===== src/rtl/egc_pkg.sv =====
package egc_pkg;

  localparam int DW = 8;

  // reset value of an output-control register: input, push-pull, pull on, strong up
  localparam logic [5:0] OCTL_RST = 6'b01_1_01_0;

  typedef enum logic [1:0] {
    EDGE_OFF  = 2'd0,
    EDGE_FALL = 2'd1,
    EDGE_RISE = 2'd2,
    EDGE_ANY  = 2'd3
  } edge_sel_e;

  function automatic logic edge_hit(input logic [1:0] sel, input logic rise, input logic fall);
    return (sel[1] & rise) | (sel[0] & fall);
  endfunction

  function automatic int grp_of(input int pin, input int g0_pins);
    return (pin < g0_pins) ? 0 : 1;
  endfunction

  function automatic int bit_of(input int pin, input int g0_pins);
    return (pin < g0_pins) ? pin : pin - g0_pins;
  endfunction

endpackage


===== src/rtl/egc_pin_cell.sv =====
module egc_pin_cell
  import egc_pkg::*;
(
  input  logic          clk,
  input  logic          rst_n,
  input  logic          wr_out,
  input  logic          wr_in,
  input  logic [DW-1:0] wdata,
  input  logic          pin_raw,
  output logic [5:0]    octl,
  output logic [1:0]    esel,
  output logic          level,
  output logic          evt
);

  logic [5:0] octl_q;
  logic [1:0] esel_q;
  logic       sync1_q, sync2_q, prev_q;
  logic       rise_w, fall_w;

  always_ff @(posedge clk or negedge rst_n) begin
    if (!rst_n) begin
      octl_q  <= OCTL_RST;
      esel_q  <= EDGE_OFF;
      sync1_q <= 1'b0;
      sync2_q <= 1'b0;
      prev_q  <= 1'b0;
    end else begin
      sync1_q <= pin_raw;
      sync2_q <= sync1_q;
      prev_q  <= sync2_q;
      if (wr_out) octl_q <= wdata[5:0];
      if (wr_in)  esel_q <= wdata[2:1];
    end
  end

  assign rise_w = sync2_q & ~prev_q;
  assign fall_w = ~sync2_q & prev_q;
  assign evt    = edge_hit(esel_q, rise_w, fall_w);
  assign octl   = octl_q;
  assign esel   = esel_q;
  assign level  = sync2_q;

  // a falling-only event always leaves the level low
  a_r5_fall_low: assert property (@(posedge clk) disable iff (!rst_n)
    (evt && esel_q == EDGE_FALL) |-> !sync2_q);
  // a rising-only event always leaves the level high
  a_r5_rise_high: assert property (@(posedge clk) disable iff (!rst_n)
    (evt && esel_q == EDGE_RISE) |-> sync2_q);
  // the control byte only changes on its own write
  a_r3_hold: assert property (@(posedge clk) disable iff (!rst_n)
    !wr_out |=> $stable(octl_q));

endmodule


===== src/rtl/egc_irq_group.sv =====
module egc_irq_group
  import egc_pkg::*;
#(
  parameter int W = 7
) (
  input  logic          clk,
  input  logic          rst_n,
  input  logic [W-1:0]  ev,
  input  logic          wr_stat,
  input  logic          wr_mask,
  input  logic [DW-1:0] wdata,
  output logic [W-1:0]  status,
  output logic [W-1:0]  mask,
  output logic          pending
);

  logic [W-1:0] status_q, mask_q, clr_w;

  assign clr_w = wr_stat ? wdata[W-1:0] : '0;

  always_ff @(posedge clk or negedge rst_n) begin
    if (!rst_n) begin
      status_q <= '0;
      mask_q   <= '1;
    end else begin
      status_q <= (status_q & ~clr_w) | ev;
      if (wr_mask) mask_q <= wdata[W-1:0];
    end
  end

  assign status  = status_q;
  assign mask    = mask_q;
  assign pending = |(status_q & ~mask_q);

  // an event is never lost, even under a simultaneous clear
  a_r9_event_kept: assert property (@(posedge clk) disable iff (!rst_n)
    1'b1 |=> ((status_q & $past(ev)) == $past(ev)));
  // a cleared bit without an event goes to zero
  a_r8_clear: assert property (@(posedge clk) disable iff (!rst_n)
    1'b1 |=> ((status_q & $past(clr_w & ~ev)) == '0));
  // a set bit stays set unless a one is written to it
  a_r7_sticky: assert property (@(posedge clk) disable iff (!rst_n)
    1'b1 |=> (($past(status_q) & ~$past(clr_w) & ~status_q) == '0));

endmodule


===== src/rtl/edge_gpio_ctrl.sv =====
module edge_gpio_ctrl
  import egc_pkg::*;
#(
  parameter int NPIN      = 13,
  parameter int G0        = 7,
  parameter int AW        = 8,
  parameter int OUT_BASE  = 'h20,
  parameter int STAT_BASE = 'h08,
  parameter int MASK_BASE = 'h0C
) (
  input  logic              clk,
  input  logic              rst_n,
  input  logic [AW-1:0]     reg_addr,
  input  logic              reg_wr,
  input  logic [DW-1:0]     reg_wdata,
  output logic [DW-1:0]     reg_rdata,
  input  logic [NPIN-1:0]   pin_in,
  output logic [NPIN-1:0]   pin_out_val,
  output logic [NPIN-1:0]   pin_out_en,
  output logic [NPIN-1:0]   pin_push_pull,
  output logic [NPIN-1:0]   pin_pull_en,
  output logic [2*NPIN-1:0] pin_pull_sel,
  output logic              irq
);

  localparam int IN_BASE = OUT_BASE + NPIN;
  localparam int G1      = NPIN - G0;

  logic [5:0]      octl [NPIN];
  logic [1:0]      esel [NPIN];
  logic [NPIN-1:0] lvl, ev;
  logic [G0-1:0]   stat0, mask0;
  logic [G1-1:0]   stat1, mask1;
  logic            pend0, pend1, irq_q;

  for (genvar i = 0; i < NPIN; i++) begin : g_pin
    logic wr_o, wr_i;
    assign wr_o = reg_wr && (reg_addr == AW'(OUT_BASE + i));
    assign wr_i = reg_wr && (reg_addr == AW'(IN_BASE + i));

    egc_pin_cell u_cell (
      .clk     (clk),
      .rst_n   (rst_n),
      .wr_out  (wr_o),
      .wr_in   (wr_i),
      .wdata   (reg_wdata),
      .pin_raw (pin_in[i]),
      .octl    (octl[i]),
      .esel    (esel[i]),
      .level   (lvl[i]),
      .evt     (ev[i])
    );

    assign pin_out_en[i]          = octl[i][5];
    assign pin_push_pull[i]       = octl[i][4];
    assign pin_pull_en[i]         = octl[i][3];
    assign pin_pull_sel[2*i +: 2] = octl[i][2:1];
    assign pin_out_val[i]         = octl[i][0];
  end

  egc_irq_group #(.W(G0)) u_grp0 (
    .clk     (clk),
    .rst_n   (rst_n),
    .ev      (ev[G0-1:0]),
    .wr_stat (reg_wr && (reg_addr == AW'(STAT_BASE))),
    .wr_mask (reg_wr && (reg_addr == AW'(MASK_BASE))),
    .wdata   (reg_wdata),
    .status  (stat0),
    .mask    (mask0),
    .pending (pend0)
  );

  egc_irq_group #(.W(G1)) u_grp1 (
    .clk     (clk),
    .rst_n   (rst_n),
    .ev      (ev[NPIN-1:G0]),
    .wr_stat (reg_wr && (reg_addr == AW'(STAT_BASE + 1))),
    .wr_mask (reg_wr && (reg_addr == AW'(MASK_BASE + 1))),
    .wdata   (reg_wdata),
    .status  (stat1),
    .mask    (mask1),
    .pending (pend1)
  );

  always_ff @(posedge clk or negedge rst_n) begin
    if (!rst_n) irq_q <= 1'b0;
    else        irq_q <= pend0 | pend1;
  end
  assign irq = irq_q;

  always_comb begin
    reg_rdata = '0;
    for (int i = 0; i < NPIN; i++) begin
      if (reg_addr == AW'(OUT_BASE + i)) reg_rdata = {2'b00, octl[i]};
      if (reg_addr == AW'(IN_BASE + i))  reg_rdata = {5'b0, esel[i], lvl[i]};
    end
    if (reg_addr == AW'(STAT_BASE))     reg_rdata[G0-1:0] = stat0;
    if (reg_addr == AW'(STAT_BASE + 1)) reg_rdata[G1-1:0] = stat1;
    if (reg_addr == AW'(MASK_BASE))     reg_rdata[G0-1:0] = mask0;
    if (reg_addr == AW'(MASK_BASE + 1)) reg_rdata[G1-1:0] = mask1;
  end

  // irq follows the unmasked pending state of both groups one cycle later
  a_r10_irq_follow: assert property (@(posedge clk) disable iff (!rst_n)
    1'b1 |=> (irq == $past(pend0 | pend1)));

endmodule


===== config.mk =====
export PLATFORM = sky130hd
export DESIGN_NAME = edge_gpio_ctrl
export DESIGN_NICKNAME = d
export VERILOG_FILES = /design/src/rtl/egc_pkg.sv /design/src/rtl/egc_pin_cell.sv /design/src/rtl/egc_irq_group.sv /design/src/rtl/edge_gpio_ctrl.sv
export SDC_FILE = /design/constraint.sdc
export NUM_CORES = 1
export LEC_CHECK = 0
export ABC_AREA = 1
export BUFFER_PORTS_ARGS = -buffer_cell sky130_fd_sc_hd__buf_2
export CORE_MARGIN = 3
export CORE_UTILIZATION = 29
export DETAILED_ROUTE_END_ITERATION = 10
export PLACE_DENSITY_LB_ADDON = 0.2
export SETUP_SLACK_MARGIN = 0.2
export SYNTH_ARGS = -nofsm -noshare
export SYNTH_HDL_FRONTEND = slang
export SYNTH_SLANG_ARGS = --single-unit

===== constraint.sdc =====
create_clock -name clk -period 4.38 [get_ports clk]
set_input_delay 0.657 -clock clk [delete_from_list [all_inputs] [get_ports clk]]
set_output_delay 0.657 -clock clk [all_outputs]
set_load 0.01 [all_outputs]

# --- Yosys cells after proc, flatten, opt, wreduce, memory -nomap -nowiden ---
# Index checks and enable logic that the tools add are counted.
# Widths: inputs -> output; s select.
totals:
  reg_bits: 170
  latchBits: 0
  mem_bits_rw: 0
  rom_bits: 0
  inputBits: 32
  word_cells: 266
  memories: 0
op_classes:
  add_sub_neg: 0
  mul: 0
  div: 0
  n_lt_le_gt_ge: 0
  eq_ne: 30
  n_shift: 0
  n_mux: 32
  bitwise_logic: 102
  reduce_logical: 32
op_table:
  columns: ["op", "count"]
  rows:
  - ["$eq 8x6->1 const B", 26]
  - ["$mux 8", 24]
  - ["$and 1x1->1", 52]
  - ["$eq 8x4->1 const B", 4]
  - ["$logic_and 1x1->1", 30]
  - ["$mux 6", 5]
  - ["$not 1->1", 26]
  - ["$mux 7", 3]
  - ["$and 7x7->7", 2]
  - ["$not 7->7", 2]
  - ["$or 1x1->1", 14]
  - ["$and 6x6->6", 2]
  - ["$not 6->6", 2]
  - ["$or 7x7->7", 1]
  - ["$reduce_or 7->1", 1]
  - ["$or 6x6->6", 1]
  - ["$reduce_or 6->1", 1]

# --- Logic depth before layout (Yosys ltp) ---
# Gate-level depths: netlist of run 1.
depth:
  word_depth: 31
  ltp_mapped: 22

# --- Modules after synthesis ---
# Synthesis of run 1 repeated with hierarchy kept, for this count alone.
unflattened:
  hier_cells: 1005
  hier_area_um2: 8196.6
modules_own_cells:
  columns: ["mod", "instances", "cells_each", "area_per_inst_um2", "seq_area_each_um2"]
  rows:
  - ["egc_pin_cell", 13, 41, 415.4, 279.0]
  - ["edge_gpio_ctrl", 1, 353, 1707.9, 25.0]
  - ["egc_irq_group (u_grp0)", 1, 64, 585.6, 359.1]
  - ["egc_irq_group (u_grp1)", 1, 55, 503.0, 307.8]

# --- Worst setup path after synthesis of run 1 ---
# OpenSTA, ideal clock, no wires.
synth_timing:
  kind: "input port to output port"
  startpoint: "input port reg_addr[7]"
  endpoint: "output port reg_rdata[0]"
  arrival_time_ns: 2.165
  required_ns: 3.723
  setup_slack_ns: 1.558
  stages: 18
  path_buffers: 0
  path_cell_list: "nor2_2 nand3_2 nor2_4 inv_1 o21ai_0 inv_1 nand2_1 nand4_1 nand2_1 nand4_1 nand2_1 nand4_1 nand2_1 nand4_1 nand2_1 nand2_1 nand2_1 nand4_1"
synth_between:
  elab_chain_cells: 31
  word_cells_on_any_way: 60
  classes_between: "30 x eq/ne; 30 x mux"
synth_rtl:
  columns: ["item", "line", "rtl"]
  rows:
  - ["start, declared", "edge_gpio_ctrl.sv:13", "input logic [AW-1:0] reg_addr,"]
  - ["$eq 8x6->1", "edge_gpio_ctrl.sv:94", "if (reg_addr == AW'(OUT_BASE + i)) reg_rdata = {2'b00, octl[i]};"]
  - ["$mux 6", "edge_gpio_ctrl.sv:94", null]
  - ["$mux 6", "edge_gpio_ctrl.sv:95", "if (reg_addr == AW'(IN_BASE + i)) reg_rdata = {5'b0, esel[i], lvl[i]};"]
  - ["$mux 8", "edge_gpio_ctrl.sv:94", null]
  - ["$mux 8", "edge_gpio_ctrl.sv:95", null]
  - ["$mux 8", "edge_gpio_ctrl.sv:94", null]
  - ["$mux 8", "edge_gpio_ctrl.sv:95", null]
  - ["$mux 8", "edge_gpio_ctrl.sv:94", null]
  - ["(+15 left out)", null, null]
  - ["$mux 8", "edge_gpio_ctrl.sv:94", null]
  - ["$mux 8", "edge_gpio_ctrl.sv:95", null]
  - ["$mux 8", "edge_gpio_ctrl.sv:94", null]
  - ["$mux 8", "edge_gpio_ctrl.sv:95", null]
  - ["$mux 7", "edge_gpio_ctrl.sv:97", "if (reg_addr == AW'(STAT_BASE)) reg_rdata[G0-1:0] = stat0;"]
  - ["$mux 6", "edge_gpio_ctrl.sv:98", "if (reg_addr == AW'(STAT_BASE + 1)) reg_rdata[G1-1:0] = stat1;"]
  - ["$mux 7", "edge_gpio_ctrl.sv:99", "if (reg_addr == AW'(MASK_BASE)) reg_rdata[G0-1:0] = mask0;"]
  - ["$mux 6 *", "edge_gpio_ctrl.sv:100", "if (reg_addr == AW'(MASK_BASE + 1)) reg_rdata[G1-1:0] = mask1;"]
  - ["end, declared", "edge_gpio_ctrl.sv:16", "output logic [DW-1:0] reg_rdata,"]
# Every way passes the cells marked *; elsewhere a longest branch is shown, timed or not.

# --- Worst setup path in the final report of run 1 ---
layout_timing:
  startpoint: "input port reg_addr[1]"
  endpoint: "output port reg_rdata[5]"
# Same word-level chain as after synthesis.

==> insert_results.sql, run 1 <==
INSERT INTO impl_metrics (metric_group, metric, value, unit) VALUES
('outcome', 'outcome', 'finished clean', ''),
('clocking', 'clock_latency', '0.44', 'ns'),
('critical_path', 'path_common_cell', 'a21oi_1', ''),
('critical_path', 'reg2reg_setup_slack', '3.28', 'ns'),
('critical_path', 'critPathKind', 'in2out', ''),
('clocking', 'cts-buffers-inserted', '17', ''),
('power_and_ir_drop', 'p_leak', '3.97', 'nW'),
('detailed_routing', 'route.detailed.wl_per_inst', '17.6', 'um'),
('place', 'placer_s_final_routability_congestion_estimate', '0.845', ''),
('grt', 'gr-usage-met2', '0.265', ''),
('critical_path', 'crit_slowest_cell', 'a221oi_1', ''),
('critical_path', 'cp_num_cells', '16', ''),
('synthesis', 'synth_largest_type_area_fraction', '0.400', ''),
('timing', 'clock_skew', '0.00855', 'ns'),
('grt', 'grt_first_pass_wirelength', '35700', 'um'),
('die', 'rows', '57', ''),
('clocking', 'ctsHoldBuffers', '0', ''),
('critical_path', 'cp-start-kind', 'input port', ''),
('finish', 'layout.cell_area.non_filler', '8950', 'um^2'),
('grt', 'pin_count_of_the_biggest_net_entering_global_routing', '108', ''),
('grt', 'first_global_vias', '6044', ''),
('worst_hold_path', 'min_to', 'g_pin[5].u_cell.sync1_q', ''),
('worst_hold_path', 'min_from', 'pin_in[5]', ''),
('clocking', 'cts.repair.resized', '0', ''),
('timing', 'unrepaired_setup_endpoints_after_global_routing', 'false', ''),
('timing', 'setup_violations', '0', ''),
('job', 'max_cap_viol_count', '0', ''),
('clocking', 'cts.htree.levels', '4', ''),
('synthesis', 'synth-warning-count', '0', ''),
('detailed_routing', 'avgViaCountPerCell', '4.71', ''),
('critical_path', 'crit_path_max_incr_delay', '0.39', 'ns'),
('critical_path', 'worst_path_dominant_cell_family', 'compound AO/OA/AOI/OAI gates', ''),
('grt', 'met3_usage', '0.0299', ''),
('critical_path', 'worst_r2r_path_depth', '3', ''),
('timing', 'post-route-period-util', '0.882', ''),
('timing', 'max_slew_margin', '0.338', ''),
('place', 'numPortBuffers', '116', ''),
('critical_path', 'endpoint_kind', 'primary output', ''),
('power_and_ir_drop', 'combPwrFrac', '0.063', ''),
('detailed_routing', 'vias', '6162', ''),
('clocking', 'clock_sink_count', '170', ''),
('critical_path', 'timing.rr.start', 'u_grp0.mask[5]', ''),
('synthesis', 'synth_area', '7380', 'um^2'),
('critical_path', 'cp_cell_sequence', 'buf_2 -> inv_1 -> nand2_2 -> nor2_1 -> nand2_1 -> inv_2 -> a22o_1 -> a21oi_1 -> nand3_1 -> a221oi_1 -> nand4_1 -> a21oi_1 -> o2111ai_1 -> a21oi_1 -> nand3_1 -> buf_2', ''),
('die', 'floorplan.core_area', '24700', 'um^2'),
('power_and_ir_drop', 'share_clk_of_total_power', '0.446', ''),
('critical_path', 'cp_num_buf_inv', '4', ''),
('worst_hold_path', 'min_delay_path_depth', '1', ''),
('grt', 'grt_use_total', '0.174', ''),
('synthesis', 'synth_seq_cells', '170', ''),
('clocking', 'clock_tree.root_cell', 'clkbuf_16', ''),
('power_and_ir_drop', 'total_switching_power', '0.000848', 'W'),
('finish', 'commonest_non_fill_non_tap_cell_in_the_layout', 'nand2_1', ''),
('die', 'width_of_the_chip', '166', 'um'),
('finish', 'growth_of_design_area_from_synthesis_to_finish', '21.3', '%'),
('detailed_routing', 'drt-initial-drc-count', '375', ''),
('detailed_routing', 'wl', '23000', 'um'),
('power_and_ir_drop', 'cellPowerDensity', '394', 'nW/um^2'),
('power_and_ir_drop', 'power_frac_seq', '0.490', ''),
('die', 'starting_density_of_the_core', '0.299', ''),
('finish', 'final_layout_size_suffix_gt1_frac', '0.229', ''),
('synthesis', 'syn-instance-count', '854', ''),
('place', 'dpl_cell_area', '8330', 'um^2'),
('timing', 'layout_min_cycle_time', '3.86', 'ns'),
('critical_path', 'critical_path.reg2reg.endpoint', 'irq', ''),
('critical_path', 'critical_path.max_fanout', '6', ''),
('timing', 'timing_hold_violations_final', '0', ''),
('detailed_routing', 'remaining_antenna_violation_count', '0', ''),
('power_and_ir_drop', 'switch_share', '0.240', ''),
('clocking', 'post-cts-setup-buffer-count', '0', ''),
('critical_path', 'crit_arrival', '3.21', 'ns');
[cells by family after synthesis]
kind of cell	after synthesis	share of synthesized area
simple gates	397	0.222
compound gates	187	0.141
flops	170	0.585
buf+inv	99	0.0519
other cells	1	0.000508
[state kept, by name, indices dropped and copies added, names as in the netlist]
register              cells
g_pin.u_cell.octl        78
u_grp1.status             6
u_grp0.mask               7
g_pin.u_cell.esel        26
irq                       1
g_pin.u_cell.level       13
g_pin.u_cell.sync1_q     13
g_pin.u_cell.prev_q      13
u_grp1.mask               6
u_grp0.status             7
[routing by layer]
metal | up-vias | routed length, um
met5 | - | 0
met4 | 0 | 356
met3 | 22 | 1070
met2 | 149 | 10400
met1 | 2931 | 11200
li1 | 3060 | -
[power groups by stage]
| stage | clock network [W] | registers (W) | logic [W] |
|---|---|---|---|
| after detailed placement | 0 | 0.00176 | 0.000229 |
| final | 0.00157 | 0.00173 | 0.000224 |
| after global routing | 0.00167 | 0.00174 | 0.000256 |
| after CTS | 0.00161 | 0.00173 | 0.000230 |
| after global placement | 0 | 0.00176 | 0.000226 |
| after floorplan | 0 | 0.00175 | 0.0000875 |
[per-stage QoR]
step | hold WS, ns | setup slack, ns | total power (W)
floorplan | 0.331 | 1.56 | 0.00184
global placement | 0.334 | 0.485 | 0.00198
detailed placement | 0.335 | 0.494 | 0.00199
CTS | 0.309 | 0.490 | 0.00357
global route | 0.308 | 0.271 | 0.00367
finish | 0.322 | 0.516 | 0.00353
[synthesized netlist by cell type (all sizes together)]
cell and n:
o21ai 136, a21oi 19, dfrtp 118, dfstp 52, a22o 3, nor2 48, a221oi 5, a21boi 1
inv 69, or2 1, conb 1, o22ai 6, o32ai 1, nor3 7, nand3 20, nand2 297
nand4 24, o2111ai 2, clkbuf 26, a21o 1, o221ai 13, buf 4
[layout make-up]
cell class                      count  area [um^2]
Tap cell                          324          405
Fill cell                        2605        15700
Antenna cell                        1         2.50
Inverter                           69          259
Sequential cell                   170         4320
Multi-Input combinational cell    585         2680
Clock buffer                       23          478
Timing Repair Buffer              127          669
Clock inverter                      9          138
[worst max-delay path by stage]
stage,endpoint,from
floorplan,reg_rdata[0],reg_addr[7]
global route,reg_rdata[3],reg_addr[1]
detailed placement,reg_rdata[4],reg_addr[1]
CTS,reg_rdata[4],reg_addr[1]
global placement,reg_rdata[4],reg_addr[1]
finish,reg_rdata[5],reg_addr[1]
[worst reg2reg max path: cells and delay by family (launching register included)]
family	cells	cell delay, ns
simple gates	1	0.15
compound gates	2	0.28
flops	1	0.54
(Power assumes the default switching activity.)
==> run 2: changes to the inputs <==
--- a/constraint.sdc
+++ b/constraint.sdc
@@ -3,2 +3,2 @@
 set_output_delay 0.657 -clock clk [all_outputs]
-set_load 0.01 [all_outputs]
+set_load 0.005 [all_outputs]
==> run 2 against run 1 <==
Net effect: hold slack got worse by 0.0027 ns; routed wire length down 0.43%; clock skew increased by 0.0014 ns; utilization grew 0.10 points; maximum frequency decreased by 0.94%; die area stayed put; non-clock buffer count unchanged; critical path depth rose by 4; via count rose by 0.39%; sequential power about the same; cell area grew 0.28%; first-iteration DRC count down 6.9%; critical endpoint is now reg_rdata[0]; largest power group unchanged; highest routed layer unchanged.
==> insert_results.sql, run 2 (synthesized netlist as in run 1, its figures left out) <==
INSERT INTO impl_metrics (metric_group, metric, value, unit) VALUES
('timing', 'layout_min_cycle_time', '3.90', 'ns'),
('finish', 'final_layout_size_suffix_gt1_frac', '0.231', ''),
('grt', 'first_global_vias', '6053', ''),
('grt', 'global_route.overflow_total', '0', ''),
('die', 'starting_density_of_the_core', '0.299', ''),
('die', 'die_area', '27400', 'um^2'),
('critical_path', 'critical_path.reg2reg.endpoint', 'irq', ''),
('clocking', 'clock_sink_count', '170', ''),
('finish', 'final-instance-count-excl-fill', '1307', ''),
('clocking', 'cts.htree.levels', '4', ''),
('die', 'rows', '57', ''),
('finish', 'commonest_non_fill_non_tap_cell_in_the_layout', 'nand2_1', ''),
('critical_path', 'timing.rr.start', 'u_grp1.mask[3]', ''),
('grt', 'grt_first_pass_wirelength', '35600', 'um'),
('die', 'io-pin-count', '119', ''),
('finish', 'mostFrequentLayoutCells', 'nand2_1 (295), o21ai_0 (136), dfrtp_1 (118)', ''),
('finish', 'largest_register_ff_count', '78', ''),
('critical_path', 'cp-start-kind', 'input port', ''),
('detailed_routing', 'number_of_detailed_route_iterations_in_the_first_pass', '7', ''),
('critical_path', 'reg2reg_setup_slack', '3.25', 'ns'),
('clocking', 'cts_buffer_depth', '2', ''),
('die', 'width_of_the_chip', '166', 'um'),
('outcome', 'outcome', 'finished clean', ''),
('die', 'die_h', '166', 'um'),
('place', 'inst_count_dp', '1275', ''),
('grt', 'grt_use_total', '0.173', ''),
('clocking', 'clock_latency', '0.43', 'ns'),
('clocking', 'cts.repair.resized', '0', ''),
('timing', 'unrepaired_setup_endpoints_after_global_routing', 'false', ''),
('finish', 'finish.utilization', '0.364', ''),
('critical_path', 'crit_path_max_incr_delay', '0.38', 'ns'),
('critical_path', 'cp_cell_sequence', 'buf_2 -> nor2_2 -> nand4_1 -> nor2_1 -> inv_1 -> o21ai_0 -> inv_1 -> nand2_1 -> nand4_1 -> nand2_1 -> nand4_1 -> nand2_1 -> nand4_1 -> nand2_1 -> nand4_1 -> nand2_1 -> nand2_1 -> nand2_1 -> nand4_1 -> buf_2', ''),
('critical_path', 'crit_slowest_cell', 'nor2_1', ''),
('timing', 'setup_violations', '0', ''),
('detailed_routing', 'vias', '6186', ''),
('finish', 'growth_of_design_area_from_synthesis_to_finish', '21.6', '%'),
('critical_path', 'critical_path.max_fanout', '5', ''),
('timing', 'fmaxAchievable', '0.256', 'GHz'),
('timing', 'setup_total_negative_slack', '0', 'ns'),
('finish', 'fin_nets', '1002', ''),
('detailed_routing', 'wl', '22900', 'um'),
('critical_path', 'worst_path_dominant_cell_family', 'simple AND/OR/NAND/NOR gates', ''),
('timing', 'tightest_slew', '0.972', 'ns'),
('critical_path', 'cp_num_buf_inv', '4', ''),
('clocking', 'post-cts-setup-buffer-count', '0', ''),
('clocking', 'ctsHoldBuffers', '0', ''),
('critical_path', 'worst_r2r_path_depth', '3', ''),
('die', 'floorplan.core_area', '24700', 'um^2'),
('critical_path', 'crit_arrival', '3.24', 'ns'),
('detailed_routing', 'avgViaCountPerCell', '4.73', ''),
('timing', 'clock_skew', '0.00999', 'ns'),
('critical_path', 'cp_data_required_time', '3.72', 'ns'),
('place', 'placer_s_final_routability_congestion_estimate', '0.840', ''),
('grt', 'number_of_antenna_violations_at_the_first_check_in_global_routing', '2', ''),
('place', 'numPortBuffers', '116', ''),
('worst_hold_path', 'timing.hold.worst.class', 'in2async', ''),
('job', 'max_cap_viol_count', '0', ''),
('place', 'place.detailed.hpwl', '16100', 'um'),
('power_and_ir_drop', 'p_leak', '3.99', 'nW'),
('detailed_routing', 'remaining_antenna_violation_count', '0', ''),
('power_and_ir_drop', 'finalPower', '0.00357', 'W'),
('clocking', 'clock_tree.root_cell', 'clkbuf_16', ''),
('timing', 'hold_ws', '0.319', 'ns'),
('timing', 'post-route-period-util', '0.890', ''),
('detailed_routing', 'route.detailed.wl_per_inst', '17.5', 'um'),
('detailed_routing', 'detail_route.drc_violations', '0', ''),
('detailed_routing', 'drt-initial-drc-count', '349', ''),
('critical_path', 'path_common_cell', 'nand2_1', ''),
('clocking', 'cts-buffers-inserted', '17', ''),
('critical_path', 'critPathKind', 'in2out', ''),
('clocking', 'clk_pin_slew_worst_paths', '0.06', 'ns'),
('timing', 'final-max-slew-violation-count', '0', ''),
('timing', 'max_slew_margin', '0.352', ''),
('power_and_ir_drop', 'peakVddDrop', '0.249', 'mV'),
('timing', 'timing_hold_violations_final', '0', ''),
('grt', 'pin_count_of_the_biggest_net_entering_global_routing', '104', ''),
('critical_path', 'endpoint_kind', 'primary output', ''),
('clocking', 'tritoncts_clock_tree', 'yes', ''),
('power_and_ir_drop', 'cellPowerDensity', '398', 'nW/um^2');
[run 2: layout make-up]
type | count | area [um^2]
Sequential cell | 170 | 4320
Inverter | 69 | 259
Timing Repair Buffer | 127 | 669
Multi-Input combinational cell | 585 | 2680
Fill cell | 2565 | 15700
Antenna cell | 1 | 2.50
Clock inverter | 10 | 166
Tap cell | 324 | 405
Clock buffer | 21 | 470
[run 2: through the flow]
step                      worst slack [ns]  instance area, um^2
after floorplan                       1.60                 7380
after global placement               0.495                 8330
after detailed placement             0.478                 8330
after CTS                            0.480                 8970
after global routing                 0.267                 8970
final                                0.480                 8970
[run 2: worst register-to-register path: cells and delay by family, from the launching register on]
| family | cells | cell delay [ns] |
|---|---|---|
| AO/OA/AOI/OAI | 2 | 0.27 |
| flip-flops | 1 | 0.56 |
| AND/OR/NAND/NOR | 1 | 0.15 |
[run 2: how the worst max path moves through the flow]
stage	startpoint	end	slack, ns	cells past startpoint
final	reg_addr[3]	reg_rdata[0]	0.48	20
after global routing	reg_addr[1]	reg_rdata[4]	0.27	16
after CTS	reg_addr[1]	reg_rdata[4]	0.48	16
after detailed placement	reg_addr[1]	reg_rdata[4]	0.48	16
after global placement	reg_addr[1]	reg_rdata[4]	0.49	16
after floorplan	reg_addr[7]	reg_rdata[0]	1.60	18
[run 2: layer usage]
layer  track usage  wire length (um)
met5             0                 0
met4        0.0578               451
met3        0.0344              1160
met2         0.262             10200
met1         0.249             11100
[run 2: where the power goes]
group,switching (W),internal (W),leakage (nW),total (W)
registers,0.0000651,0.00167,2.01,0.00173
logic,0.000139,0.0000694,1.67,0.000209
clock network,0.000631,0.000999,0.305,0.00163
total,0.000835,0.00273,3.99,0.00357
==> run 3: changes to the inputs <==
Settings changed: BUFFER_PORTS_ARGS -buffer_cell sky130_fd_sc_hd__buf_2 to -buffer_cell sky130_fd_sc_hd__clkbuf_2.
==> run 3 against run 2 <==
Net effect: sequential share of layout area grew 0.20 points; combinational power is essentially flat; critical path type unchanged; highest routed layer unchanged; critical path depth shrank 4.
==> insert_results.sql, run 3 (synthesized netlist as in run 1, its figures left out) <==
INSERT INTO impl_metrics (metric_group, metric, value, unit) VALUES
('critical_path', 'crit_slowest_cell', 'a221oi_1', ''),
('place', 'placer_s_final_routability_congestion_estimate', '0.837', ''),
('critical_path', 'cp_num_buf_inv', '4', ''),
('grt', 'grt_use_total', '0.173', ''),
('grt', 'first_global_vias', '6156', ''),
('finish', 'finish.utilization', '0.362', ''),
('die', 'floorplan.core_area', '24700', 'um^2'),
('grt', 'pin_count_of_the_biggest_net_entering_global_routing', '111', ''),
('critical_path', 'cp_cell_sequence', 'clkbuf_2 -> inv_1 -> nand2_2 -> nor2_1 -> nand2_1 -> inv_2 -> a22o_1 -> a21oi_1 -> nand3_1 -> a221oi_1 -> nand4_1 -> a21oi_1 -> o2111ai_1 -> a21oi_1 -> nand3_1 -> clkbuf_2', ''),
('critical_path', 'critical_path.max_fanout', '6', ''),
('place', 'dpl_cell_area', '8330', 'um^2'),
('critical_path', 'endpoint', 'reg_rdata[4]', ''),
('finish', 'layout.cell_area.non_filler', '8940', 'um^2'),
('finish', 'fin_nets', '1002', ''),
('finish', 'mostFrequentLayoutCells', 'nand2_1 (295), o21ai_0 (136), dfrtp_1 (118)', ''),
('power_and_ir_drop', 'cellPowerDensity', '391', 'nW/um^2'),
('timing', 'fmaxAchievable', '0.252', 'GHz'),
('timing', 'post-route-period-util', '0.905', ''),
('clocking', 'post-cts-setup-buffer-count', '0', ''),
('finish', 'layout.area.seq', '4320', 'um^2'),
('critical_path', 'critical_path.reg2reg.endpoint', 'irq', ''),
('clocking', 'cts-buffers-inserted', '17', ''),
('detailed_routing', 'avgViaCountPerCell', '4.78', ''),
('die', 'starting_density_of_the_core', '0.299', ''),
('critical_path', 'cp_num_cells', '16', ''),
('critical_path', 'reg2reg_setup_slack', '3.27', 'ns'),
('critical_path', 'worst_r2r_path_depth', '3', ''),
('detailed_routing', 'wl', '23000', 'um'),
('detailed_routing', 'detail_route.drc_violations', '0', ''),
('job', 'max_cap_viol_count', '0', ''),
('timing', 'tightest_slew', '1.02', 'ns'),
('clocking', 'clock_latency', '0.43', 'ns'),
('timing', 'timing_hold_violations_final', '0', ''),
('timing', 'setup_total_negative_slack', '0', 'ns'),
('place', 'place.detailed.hpwl', '16200', 'um'),
('critical_path', 'crit_path_max_incr_delay', '0.41', 'ns'),
('finish', 'growth_of_design_area_from_synthesis_to_finish', '21.1', '%'),
('clocking', 'ctsHoldBuffers', '0', ''),
('clocking', 'cts.repair.resized', '0', ''),
('critical_path', 'crit_arrival', '3.31', 'ns'),
('power_and_ir_drop', 'p_leak', '3.91', 'nW'),
('place', 'numPortBuffers', '116', ''),
('clocking', 'clock_sink_count', '170', ''),
('detailed_routing', 'route.detailed.wl_per_inst', '17.6', 'um'),
('critical_path', 'path_common_cell', 'a21oi_1', ''),
('timing', 'unrepaired_setup_endpoints_after_global_routing', 'false', ''),
('finish', 'commonest_non_fill_non_tap_cell_in_the_layout', 'nand2_1', ''),
('die', 'die_area', '27400', 'um^2'),
('clocking', 'clk_pin_slew_worst_paths', '0.06', 'ns'),
('die', 'width_of_the_chip', '166', 'um'),
('finish', 'largest_register_ff_count', '78', ''),
('grt', 'number_of_antenna_violations_at_the_first_check_in_global_routing', '2', ''),
('timing', 'hold_ws', '0.334', 'ns'),
('power_and_ir_drop', 'peakVddDrop', '0.242', 'mV'),
('timing', 'layout_min_cycle_time', '3.96', 'ns'),
('clocking', 'cts_buffer_depth', '2', ''),
('finish', 'final_layout_size_suffix_gt1_frac', '0.230', ''),
('timing', 'final-max-slew-violation-count', '0', ''),
('detailed_routing', 'remaining_antenna_violation_count', '0', ''),
('die', 'die_h', '166', 'um'),
('critical_path', 'worst_path_dominant_cell_family', 'compound AO/OA/AOI/OAI gates', ''),
('detailed_routing', 'drt-initial-drc-count', '390', ''),
('clocking', 'tritoncts_clock_tree', 'yes', ''),
('detailed_routing', 'number_of_detailed_route_iterations_in_the_first_pass', '5', ''),
('detailed_routing', 'vias', '6256', ''),
('clocking', 'clock_tree.root_cell', 'clkbuf_16', ''),
('power_and_ir_drop', 'finalPower', '0.00350', 'W'),
('critical_path', 'timing.rr.start', 'u_grp0.mask[5]', ''),
('timing', 'setup_violations', '0', ''),
('critical_path', 'critPathKind', 'in2out', ''),
('clocking', 'cts.htree.levels', '4', ''),
('timing', 'max_slew_margin', '0.322', ''),
('critical_path', 'endpoint_kind', 'primary output', ''),
('die', 'rows', '57', ''),
('finish', 'filler_cell_count', '2633', ''),
('critical_path', 'cp-start-kind', 'input port', ''),
('finish', 'multi_input_area', '2680', 'um^2'),
('worst_hold_path', 'timing.hold.worst.class', 'in2reg', ''),
('outcome', 'outcome', 'finished clean', ''),
('timing', 'clock_skew', '0.00821', 'ns'),
('grt', 'grt_first_pass_wirelength', '35600', 'um'),
('critical_path', 'timing.critical_path.from', 'reg_addr[1]', ''),
('grt', 'global_route.overflow_total', '0', ''),
('critical_path', 'cp_data_required_time', '3.72', 'ns'),
('die', 'io-pin-count', '119', '');
## run 3: cell count changes in the layout (fill, tap and decap cells not counted)
cell | before | now
buf_2 | 115 | 0
inv_6 | 0 | 1
clkbuf_8 | 3 | 2
diode_2 | 1 | 2
a21oi_2 | 1 | 0
bufinv_16 | 4 | 3
clkinv_2 | 1 | 3
clkinv_4 | 3 | 1
clkinvlp_4 | 2 | 3
clkbuf_2 | 0 | 115
a21oi_1 | 18 | 19
## run 3: worst min path at each step
stage,startpoint,end,slack [ns],cells past startpoint
after detailed placement,g_pin[11].u_cell.sync1_q,g_pin[11].u_cell.level,0.33,0
final,pin_in[12],g_pin[12].u_cell.sync1_q,0.33,1
after global placement,g_pin[10].u_cell.sync1_q,g_pin[10].u_cell.level,0.33,0
after floorplan,g_pin[0].u_cell.sync1_q,g_pin[0].u_cell.level,0.33,0
after global routing,pin_in[5],g_pin[5].u_cell.sync1_q,0.31,1
after CTS,pin_in[5],g_pin[5].u_cell.sync1_q,0.31,1
## run 3: routing by layer
layer | track usage | wire length (um)
met5 | 0 | 0
met4 | 0.0616 | 433
met3 | 0.0287 | 980
met2 | 0.263 | 10200
met1 | 0.250 | 11400
## run 3: power by group
part / leakage [nW] / switching [W] / internal (W)
combinational: 1.61 / 0.000139 / 0.0000690
clock: 0.288 / 0.000632 / 0.000924
sequential: 2.01 / 0.0000677 / 0.00167
total: 3.91 / 0.000839 / 0.00266
## run 3: metrics by stage
step           worst slack, ns  cells
2_1_floorplan             1.60    854
3_3_place_gp             0.512   1275
3_5_place_dp             0.473   1275
4_1_cts                  0.470   1306
5_1_grt                  0.215   1308
6_report                 0.416   1308
## run 3: worst reg2reg max path: cells and delay by family (launching register included)
family / cells / cell delay (ns)
simple gates: 1 / 0.15
compound gates: 2 / 0.26
flops: 1 / 0.55
## run 3: layout make-up
| class | count | area share |
|---|---|---|
| Clock inverter | 11 | 0.0162 |
| Timing Repair Buffer | 127 | 0.0749 |
| Clock buffer | 20 | 0.0511 |
| Multi-Input combinational cell | 585 | 0.300 |
| Tap cell | 324 | 0.0454 |
| Sequential cell | 170 | 0.483 |
| Inverter | 69 | 0.0290 |
| Antenna cell | 2 | 0.000560 |
